File: src/rtl/mc_pkg.sv
package mc_pkg;

  typedef enum logic [1:0] {
    MODE_DFF   = 2'd0,
    MODE_TFF   = 2'd1,
    MODE_LATCH = 2'd2,
    MODE_SPARE = 2'd3
  } st_mode_e;

  typedef enum logic [1:0] {
    SRC_NONE   = 2'd0,
    SRC_PTERM  = 2'd1,
    SRC_CTERM  = 2'd2,
    SRC_GLOBAL = 2'd3
  } sr_src_e;

  // clock candidates beyond the global clocks: product-term and control-term
  localparam int unsigned LOCAL_CLKS = 2;

endpackage

File: src/rtl/mc_clk_pick.sv
module mc_clk_pick #(
  parameter int NUM_GCK = 3,
  parameter int CSEL_W  = 3
) (
  input  logic               clk,
  input  logic [CSEL_W-1:0]  sel_i,
  input  logic [NUM_GCK-1:0] gck_i,
  input  logic               pt_clk_i,
  input  logic               ct_clk_i,
  output logic               lvl_o,
  output logic               rise_o,
  output logic               fall_o
);
  import mc_pkg::*;

  localparam int NSRC = NUM_GCK + LOCAL_CLKS;

  logic [NSRC-1:0] cand;
  logic            prev_q;

  genvar g;
  generate
    for (g = 0; g < NUM_GCK; g++) begin : g_glob
      assign cand[g] = gck_i[g];
    end
  endgenerate
  assign cand[NUM_GCK]   = pt_clk_i;
  assign cand[NUM_GCK+1] = ct_clk_i;

  always_comb begin
    lvl_o = 1'b0;
    for (int k = 0; k < NSRC; k++) begin
      if (sel_i == CSEL_W'(k)) lvl_o = cand[k];
    end
  end

  // previous sample follows the selected level even in reset, so leaving
  // reset with a clock held high creates no false edge
  always_ff @(posedge clk) prev_q <= lvl_o;

  assign rise_o = lvl_o & ~prev_q;
  assign fall_o = ~lvl_o & prev_q;

endmodule

File: src/rtl/mc_sr_pick.sv
module mc_sr_pick (
  input  logic [1:0] set_sel_i,
  input  logic [1:0] rst_sel_i,
  input  logic       pt_set_i,
  input  logic       ct_set_i,
  input  logic       pt_rst_i,
  input  logic       ct_rst_i,
  input  logic       gsr_i,
  output logic       set_o,
  output logic       clr_o
);
  import mc_pkg::*;

  logic set_raw, rst_raw;

  always_comb begin
    case (sr_src_e'(set_sel_i))
      SRC_PTERM:  set_raw = pt_set_i;
      SRC_CTERM:  set_raw = ct_set_i;
      SRC_GLOBAL: set_raw = gsr_i;
      default:    set_raw = 1'b0;
    endcase
    case (sr_src_e'(rst_sel_i))
      SRC_PTERM:  rst_raw = pt_rst_i;
      SRC_CTERM:  rst_raw = ct_rst_i;
      SRC_GLOBAL: rst_raw = gsr_i;
      default:    rst_raw = 1'b0;
    endcase
  end

  // clear dominates
  assign clr_o = rst_raw;
  assign set_o = set_raw & ~rst_raw;

endmodule

File: src/rtl/mc_store.sv
module mc_store (
  input  logic       clk,
  input  logic       rst,
  input  logic [1:0] mode_i,
  input  logic       dual_i,
  input  logic       ce_en_i,
  input  logic       ce_i,
  input  logic       d_i,
  input  logic       lvl_i,
  input  logic       rise_i,
  input  logic       fall_i,
  input  logic       set_i,
  input  logic       clr_i,
  output logic       q_o
);
  import mc_pkg::*;

  logic      act_edge;
  logic      ce_ok;
  st_mode_e  mode;

  assign mode     = st_mode_e'(mode_i);
  assign act_edge = rise_i | (dual_i & fall_i);
  assign ce_ok    = ~ce_en_i | ce_i;

  always_ff @(posedge clk) begin
    if (rst) begin
      q_o <= 1'b0;
    end else if (clr_i) begin
      q_o <= 1'b0;
    end else if (set_i) begin
      q_o <= 1'b1;
    end else begin
      case (mode)
        MODE_LATCH: if (lvl_i) q_o <= d_i;
        MODE_TFF:   if (act_edge) q_o <= q_o ^ d_i;
        default:    if (act_edge && ce_ok) q_o <= d_i;
      endcase
    end
  end

  AST_CLEAR_WINS: assert property (@(posedge clk) disable iff (rst)
    clr_i |=> !q_o);
  AST_SET_FORCES: assert property (@(posedge clk) disable iff (rst)
    (set_i && !clr_i) |=> q_o);
  AST_FLOP_NEEDS_EDGE: assert property (@(posedge clk) disable iff (rst)
    (mode != MODE_LATCH && !rise_i && !fall_i && !set_i && !clr_i) |=> $stable(q_o));
  AST_LATCH_CLOSED: assert property (@(posedge clk) disable iff (rst)
    (mode == MODE_LATCH && !lvl_i && !set_i && !clr_i) |=> $stable(q_o));
  AST_CE_HOLDS: assert property (@(posedge clk) disable iff (rst)
    ((mode == MODE_DFF || mode == MODE_SPARE) && ce_en_i && !ce_i && !set_i && !clr_i)
      |=> $stable(q_o));

endmodule

File: src/rtl/mc_reg_cell.sv
module mc_reg_cell #(
  parameter int NUM_GCK = 3,
  parameter int CSEL_W  = $clog2(NUM_GCK + 3)
) (
  input  logic               clk,
  input  logic               rst,
  input  logic [1:0]         cfg_mode,
  input  logic               cfg_dual,
  input  logic               cfg_ce_en,
  input  logic [CSEL_W-1:0]  cfg_clk_src,
  input  logic [1:0]         cfg_set_src,
  input  logic [1:0]         cfg_rst_src,
  input  logic               cfg_pin_in,
  input  logic               cfg_comb_out,
  input  logic               sop_i,
  input  logic               pin_i,
  input  logic [NUM_GCK-1:0] gck_i,
  input  logic               pt_clk_i,
  input  logic               ct_clk_i,
  input  logic               pt_ce_i,
  input  logic               pt_set_i,
  input  logic               ct_set_i,
  input  logic               pt_rst_i,
  input  logic               ct_rst_i,
  input  logic               gsr_i,
  output logic               pad_o,
  output logic               fb_o
);

  // frozen configuration
  logic [1:0]        mode_q;
  logic              dual_q, ce_en_q, pin_q, comb_q;
  logic [CSEL_W-1:0] csel_q;
  logic [1:0]        ssel_q, rsel_q;

  always_ff @(posedge clk) begin
    if (rst) begin
      mode_q  <= cfg_mode;
      dual_q  <= cfg_dual;
      ce_en_q <= cfg_ce_en;
      csel_q  <= cfg_clk_src;
      ssel_q  <= cfg_set_src;
      rsel_q  <= cfg_rst_src;
      pin_q   <= cfg_pin_in;
      comb_q  <= cfg_comb_out;
    end
  end

  logic lvl, rise, fall, set_a, clr_a, state, d_sel, out_val;

  mc_clk_pick #(.NUM_GCK(NUM_GCK), .CSEL_W(CSEL_W)) u_clk (
    .clk      (clk),
    .sel_i    (csel_q),
    .gck_i    (gck_i),
    .pt_clk_i (pt_clk_i),
    .ct_clk_i (ct_clk_i),
    .lvl_o    (lvl),
    .rise_o   (rise),
    .fall_o   (fall)
  );

  mc_sr_pick u_sr (
    .set_sel_i (ssel_q),
    .rst_sel_i (rsel_q),
    .pt_set_i  (pt_set_i),
    .ct_set_i  (ct_set_i),
    .pt_rst_i  (pt_rst_i),
    .ct_rst_i  (ct_rst_i),
    .gsr_i     (gsr_i),
    .set_o     (set_a),
    .clr_o     (clr_a)
  );

  assign d_sel = pin_q ? pin_i : sop_i;

  mc_store u_store (
    .clk     (clk),
    .rst     (rst),
    .mode_i  (mode_q),
    .dual_i  (dual_q),
    .ce_en_i (ce_en_q),
    .ce_i    (pt_ce_i),
    .d_i     (d_sel),
    .lvl_i   (lvl),
    .rise_i  (rise),
    .fall_i  (fall),
    .set_i   (set_a),
    .clr_i   (clr_a),
    .q_o     (state)
  );

  assign out_val = comb_q ? sop_i : state;

  always_ff @(posedge clk) begin
    if (rst) begin
      pad_o <= 1'b0;
      fb_o  <= 1'b0;
    end else if (pin_q) begin
      pad_o <= sop_i;
      fb_o  <= state;
    end else begin
      pad_o <= out_val;
      fb_o  <= out_val;
    end
  end

  AST_CFG_FROZEN: assert property (@(posedge clk) disable iff (rst)
    1'b1 |=> $stable({mode_q, dual_q, ce_en_q, csel_q, ssel_q, rsel_q, pin_q, comb_q}));
  AST_PIN_FEEDBACK: assert property (@(posedge clk) disable iff (rst)
    pin_q |=> (fb_o == $past(state) && pad_o == $past(sop_i)));
  AST_COMB_PASS: assert property (@(posedge clk) disable iff (rst)
    (!pin_q && comb_q) |=> (pad_o == $past(sop_i) && fb_o == pad_o));

endmodule

File: config.mk
export PLATFORM = sky130hd
export DESIGN_NAME = mc_reg_cell
export DESIGN_NICKNAME = d
export VERILOG_FILES = /design/src/rtl/mc_pkg.sv /design/src/rtl/mc_clk_pick.sv /design/src/rtl/mc_sr_pick.sv /design/src/rtl/mc_store.sv /design/src/rtl/mc_reg_cell.sv
export SDC_FILE = /design/constraint.sdc
export NUM_CORES = 1
export LEC_CHECK = 0
export BUFFER_PORTS_ARGS = -buffer_cell sky130_fd_sc_hd__buf_4
export CAP_MARGIN = 20
export CORE_MARGIN = 2
export CORE_UTILIZATION = 45
export DETAILED_ROUTE_END_ITERATION = 10
export HOLD_SLACK_MARGIN = 0.12
export PLACE_DENSITY_LB_ADDON = 0.05
export SETUP_SLACK_MARGIN = 0.15
export SKIP_LAST_GASP = 1
export SLEW_MARGIN = 20
export SYNTH_ARGS = -nofsm -noshare
export SYNTH_HDL_FRONTEND = slang
export SYNTH_SLANG_ARGS = --single-unit
File: constraint.sdc
create_clock -name clk -period 1.9 [get_ports clk]
set_input_delay 0.38 -clock clk [delete_from_list [all_inputs] [get_ports clk]]
set_output_delay 0.38 -clock clk [all_outputs]
set_load 0.05 [all_outputs]
* Word-level counts from Yosys, hierarchy flattened
Cells that the tools add are included.
W data, S select, Z words.
** Operators by class
- Add/subtract/negate cells :: 0
- Multipliers :: 0
- Divide/modulo/power cells :: 0
- Order comparisons :: 0
- Eq/ne operators :: 14
- Shift operators :: 0
- Mux-type cells :: 16
- Bitwise logic cells :: 11
- Reduce and logical (&&, ||, !) cells :: 5
** Operators with widths (count)
- $mux W1 :: 13
- $eq A2 B2 Y1 const B :: 5
- $eq A2 B1 Y1 const B :: 3
- $eq A3 B2 Y1 const B :: 2
- $pmux W1 S3 :: 2
- $and A1 B1 Y1 :: 4
- $not A1 Y1 :: 4
- $reduce_bool A4 Y1 :: 1
- $eq A3 B1 Y1 const B :: 1
- $eq A3 B3 Y1 const B :: 1
- $logic_not A3 Y1 :: 1
- $ne A3 B2 Y1 const B :: 1
- $ne A3 B3 Y1 const B :: 1
- $reduce_and A3 Y1 :: 1
- $or A1 B1 Y1 :: 2
- $pmux W1 S2 :: 1
- $reduce_or A2 Y1 :: 1
- $logic_and A1 B1 Y1 :: 1
- $xor A1 B1 Y1 :: 1
** Word-level totals
- Flip-flop bits (word level) :: 17
- Bits in latches :: 0
- Bits in writable memories :: 0
- Memory bits (read-only) :: 0
- Input bits :: 28
- Output and inout port bits :: 2
- Word-level logic and storage cells :: 58
- Memories kept :: 0

* Depth between registers and ports, before layout
- Depth after elaboration :: 14
- Mapped depth :: 5
- Depth with buffers taken out :: 5

* Hierarchy
A second synthesis with hierarchy kept.
** Unflattened totals
- Cell total of the unflattened synthesis :: 56
- Area total of the unflattened synthesis :: 803.3 um2
** Modules (own cells, without submodules)
- mc_reg_cell :: times used 1, cells each 23, area an instance 491.7 um2, seq. area each 430.4 um2
- mc_store :: times used 1, cells each 16, area an instance 147.6 um2, seq. area each 20.0 um2
- mc_clk_pick :: times used 1, cells each 10, area an instance 101.3 um2, seq. area each 20.0 um2
- mc_sr_pick :: times used 1, cells each 7, area an instance 62.6 um2, seq. area each 0.0 um2

* Least setup slack after synthesis
OpenSTA, ideal clock, no wires.
- Kind :: input to register
- Start :: in pt_ce_i
- End :: reg u_store.q_o
- Library setup time :: 127 ps
- Arrival :: 1344 ps
- Data required time :: 1773 ps
- Setup slack :: 429 ps
- Stages on the path :: 5
- Path buffers :: 0
- Cell sequence :: nand2b_1 > maj3_1 > o2111a_1 > nor4b_1 > nor3_1
** Between the ends
- Longest elaborated chain between the ends :: 4
** RTL lines
- start: declaration :: RTL line mc_reg_cell.sv:20 : input logic pt_ce_i,
- $or A1 B1 Y1 :: RTL line mc_store.sv:24 : assign ce_ok = ~ce_en_i | ce_i;
- $logic_and A1 B1 Y1 :: RTL line mc_store.sv:37 : default: if (act_edge && ce_ok) q_o <= d_i;
- $reduce_bool A4 Y1 (no line)
- $reduce_and A3 Y1 (no line)
- end signal: assignment :: RTL line mc_store.sv:35 : MODE_LATCH: if (lvl_i) q_o <= d_i;
- end signal: assignment :: RTL line mc_store.sv:36 : MODE_TFF: if (act_edge) q_o <= q_o ^ d_i;
- end signal: assignment :: RTL line mc_store.sv:37
- end: declaration :: RTL line mc_store.sv:14 : output logic q_o
No other way between the ends.
A chain may end at the register's enable or synchronous reset.

* Worst setup path after layout
- Start :: reg csel_q[2]
- End :: reg u_store.q_o
** Between the ends
- Longest elaborated chain between the ends :: 13
- Elaborated cells on any way between the ends :: 20
- Classes of those cells :: 6 x eq/ne; 5 x mux; 5 x bitwise; 4 x reduce/logical
** RTL lines
- start: declaration :: RTL line mc_reg_cell.sv:33 : logic [CSEL_W-1:0] csel_q;
- start signal: assignment :: RTL line mc_reg_cell.sv:41 : csel_q <= cfg_clk_src;
- $logic_not A3 Y1 :: RTL line mc_clk_pick.sv:33 : if (sel_i == CSEL_W'(k)) lvl_o = cand[k];
- $mux W1 (4 in series) :: RTL line mc_clk_pick.sv:33
- $mux W1 (*) :: RTL line mc_clk_pick.sv:33
- $not A1 Y1 :: RTL line mc_clk_pick.sv:42 : assign fall_o = ~lvl_o & prev_q;
- $and A1 B1 Y1 :: RTL line mc_clk_pick.sv:42
- $and A1 B1 Y1 :: RTL line mc_store.sv:23 : assign act_edge = rise_i | (dual_i & fall_i);
- $or A1 B1 Y1 :: RTL line mc_store.sv:23
- $logic_and A1 B1 Y1 :: RTL line mc_store.sv:37
- $reduce_bool A4 Y1 (no line)
- $reduce_and A3 Y1 (no line) (*)
Every way passes the cells marked *; elsewhere a longest branch is shown, timed or not.

==> impl_metrics.tcl <==
set metrics [dict create \
    yosysSeqAreaShare_pct 64.2 \
    clk_latency_ps 280 \
    synth_compound_area_share_pct 10.4 \
    setup_viol 0 \
    area_delta_synth_final_pct 36.0 \
    grt_setup_unrepaired "false" \
    core_area_mm2 0.00152 \
    synth_area_um2 733 \
    wl_mm 1.21 \
    pre_cts_slack_ps 259 \
    pwr-share-comb_pct 16.1 \
    drtIter0Drc 9 \
    rr_worst_depth 5 \
    layout_worst_path_cycle_share_pct 79.4 \
    grt_overflow 0 \
    cts_max_path_buffers 2 \
    post-route-util_pct 65.4 \
    critPathKind "flip-flop to flip-flop" \
    hold_path.class "input pin to flip-flop" \
    dieWidth_um 44.4 \
    num_vias 531 \
    crit_chain "mux2i_1 -> o21a_1 -> o2111a_1 -> nor4b_1 -> nor3_1" \
    grt_pass1_vias 526 \
    min-delay-start "cfg_dual" \
    reg2reg_to "u_store.q_o" \
    synth_nets 84 \
    design_area_um2 997 \
    synth_xor_area_share_pct 1.19 \
    die_y_um 44.4 \
    holdBufCountCts 0 \
    drive_gt1_share_pct 38.2 \
    synth-warning-count 0 \
    p_int_mw 0.589 \
    powerDensity_mw_per_mm2 766 \
    gp_congestion 0.687 \
    cp_data_required_time_ps 2070 \
    grtUsageTotal_pct 14.1 \
    antenna_found_initial 0 \
    clkTransAtPathRegs_ps 90 \
    critPathCaptureType "flip-flop" \
    slew-limit-headroom_pct 84.1 \
    status "complete, no violations" \
    ir_worst_vdd_uv 509 \
    arrival_ps 1680 \
    yosys.area_share.simple_pct 13.3 \
    setup_tns_ps 0 \
    top_level_ports 30 \
    ctsResizeCount 0 \
    swShare_pct 22.9 \
    worst_pin_slew_ps 235 \
    cts_root_buffer "clkbuf_4" \
    p_switching_mw 0.175 \
    total_power_mw 0.764 \
    seqPwrFrac_pct 59.5 \
    crit_path_top_delay_cell "edfxtp_1" \
    synthAdderAreaFrac_pct 1.37 \
    final_cells 105 \
    synthDistinctLibCells 25 \
    post_cts_buffers 0 \
    fin_nets 118 \
    synth.mux.area_fraction_pct 8.53 \
    max_freq_mhz 663 \
    placedCellCount 101 \
    hpwl_um 932 \
    numCtsBuffers 3 \
    dr.pass1.iters 3 \
    grt_max_degree 17 \
    dieArea_mm2 0.00197 \
    synth.avg_cell_area_um2 13.1 \
    crit_path_max_incr_delay_ps 440 \
    antenna_cells 0 \
    r2r_setup_slack_ps 390 \
    synthCells 56 \
    worst_hold_slack_ps 264 \
    hold_violations 0 \
    reg2reg_from "csel_q[2]" \
    synth-seq-cells 17 \
    fin_skew_ps 4.41 \
    remaining_drc_errors 0 \
    crit_fanout 4 \
    cts_tree "built" \
    fin_ws_ps 392 \
    fin_crit_ps 1510 \
    avgViaCountPerCell 5.06 \
    synth_top_family_by_area "simple AND/OR/NAND/NOR gates" \
    fill_cells 124 \
    cts.sinks 17 \
    cts-htree-levels 1 \
    start_util_pct 48.1 \
    whs_endpoint "dual_q" \
    place_area_um2 971 \
    wl_per_cell_um 11.5 \
    antenna_left 0 \
    port_buffers 29 \
    p_clk_share_pct 24.3 \
    rows 14 \
    slew_violations 0 \
    worst_setup_path_start_kind "flip-flop" \
    whs_path_depth 1 \
    cap_violations 0 \
    cp-startpoint "csel_q[2]" \
    grt_pass1_wl_mm 1.99 \
    leakagePower_nw 0.421 \
]
-- critical path, delay by kind of cell, from the launching register on --
family,cells,cell delay [ps]
AO/OA/AOI/OAI,2,440
AND/OR/NAND/NOR,2,360
multiplexers,1,160
flip-flops,1,440
-- metal layers --
layer  global-route usage (%)  share of wire, %  vias up
met5                        0                 0        -
met4                     7.27               1.7        0
met3                     2.45               7.1        4
met2                     22.1                45       24
met1                     18.8                46      226
li1                         -                 -      277
-- area by class of cell --
cell class              count  area, um2  area share [%]
inverters                   2       7.51           0.753
flip-flops and latches     17        470            47.2
repair buffers             29        218            21.8
clock buffers               4       26.3            2.63
well taps                  16       20.0            2.01
multi-input cells          37        255            25.6
-- synth_stat cells, drive strengths merged --
| cell type | number | area share [%] |
|---|---|---|
| and2 | 1 | 0.85 |
| xnor2 | 1 | 1.2 |
| o211a | 1 | 1.4 |
| mux2i | 4 | 5.5 |
| or3 | 1 | 0.85 |
| nor2b | 2 | 1.7 |
| nor2 | 4 | 2.0 |
| o2111a | 1 | 1.5 |
| nor4b | 1 | 1.2 |
| nor3 | 1 | 0.68 |
| o21a | 1 | 1.0 |
| dfxtp | 4 | 11 |
| o21bai | 1 | 1.0 |
| nand3b | 2 | 2.0 |
| a31oi | 1 | 0.85 |
| nand2b | 2 | 1.7 |
| a32oi | 1 | 1.2 |
| nand3 | 1 | 0.68 |
| nand2 | 3 | 1.5 |
| mux2 | 2 | 3.1 |
| maj3 | 1 | 1.4 |
| a21oi | 2 | 1.4 |
| edfxtp | 13 | 53 |
| inv | 2 | 1.0 |
| o21ai | 3 | 2.0 |
-- flip-flops by register name (all words and copies together) (netlist names) --
register,flops
rsel_q,2
fb_o,1
comb_q,1
u_store.q_o,1
csel_q,3
ssel_q,2
pad_o,1
dual_q,1
ce_en_q,1
u_clk.prev_q,1
mode_q,2
pin_q,1
-- power groups by stage --
stage / sequential [mW] / combinational [mW] / clock, mW
finish: 0.455 / 0.123 / 0.186
global route: 0.460 / 0.136 / 0.211
CTS: 0.455 / 0.125 / 0.192
detailed placement: 0.463 / 0.124 / 0
global placement: 0.462 / 0.123 / 0
floorplan: 0.471 / 0.0518 / 0
-- placed cells by master (no fill, tap or decap), drive strengths merged, types with 3 or more instances in the layout --
master	synthesis	routed
dfxtp	4	4
clkbuf	0	4
edfxtp	13	13
buf	0	29
mux2i	4	4
nand2	3	3
o21ai	3	3
nor2	4	4
-- logic make-up (layout without fill, tap and decap cells) --
family,after synthesis,count (layout)
xor gates and xnor gates,1,1
muxes,6,6
adders and majority gates,1,1
DFF,17,17
AOI/OAI and AO/OA,11,11
and+or+nand+nor,18,18
buffers and inverters,2,35
-- how the worst max path moves through the flow --
stage	to	slack, ps	cells after the start
after floorplan	u_store.q_o	430	5
after global routing	u_store.q_o	210	5
final	u_store.q_o	390	5
after detailed placement	u_store.q_o	260	6
after CTS	u_store.q_o	380	5
after global placement	u_store.q_o	280	6
Note: power is estimated with default switching activity, not from simulation.
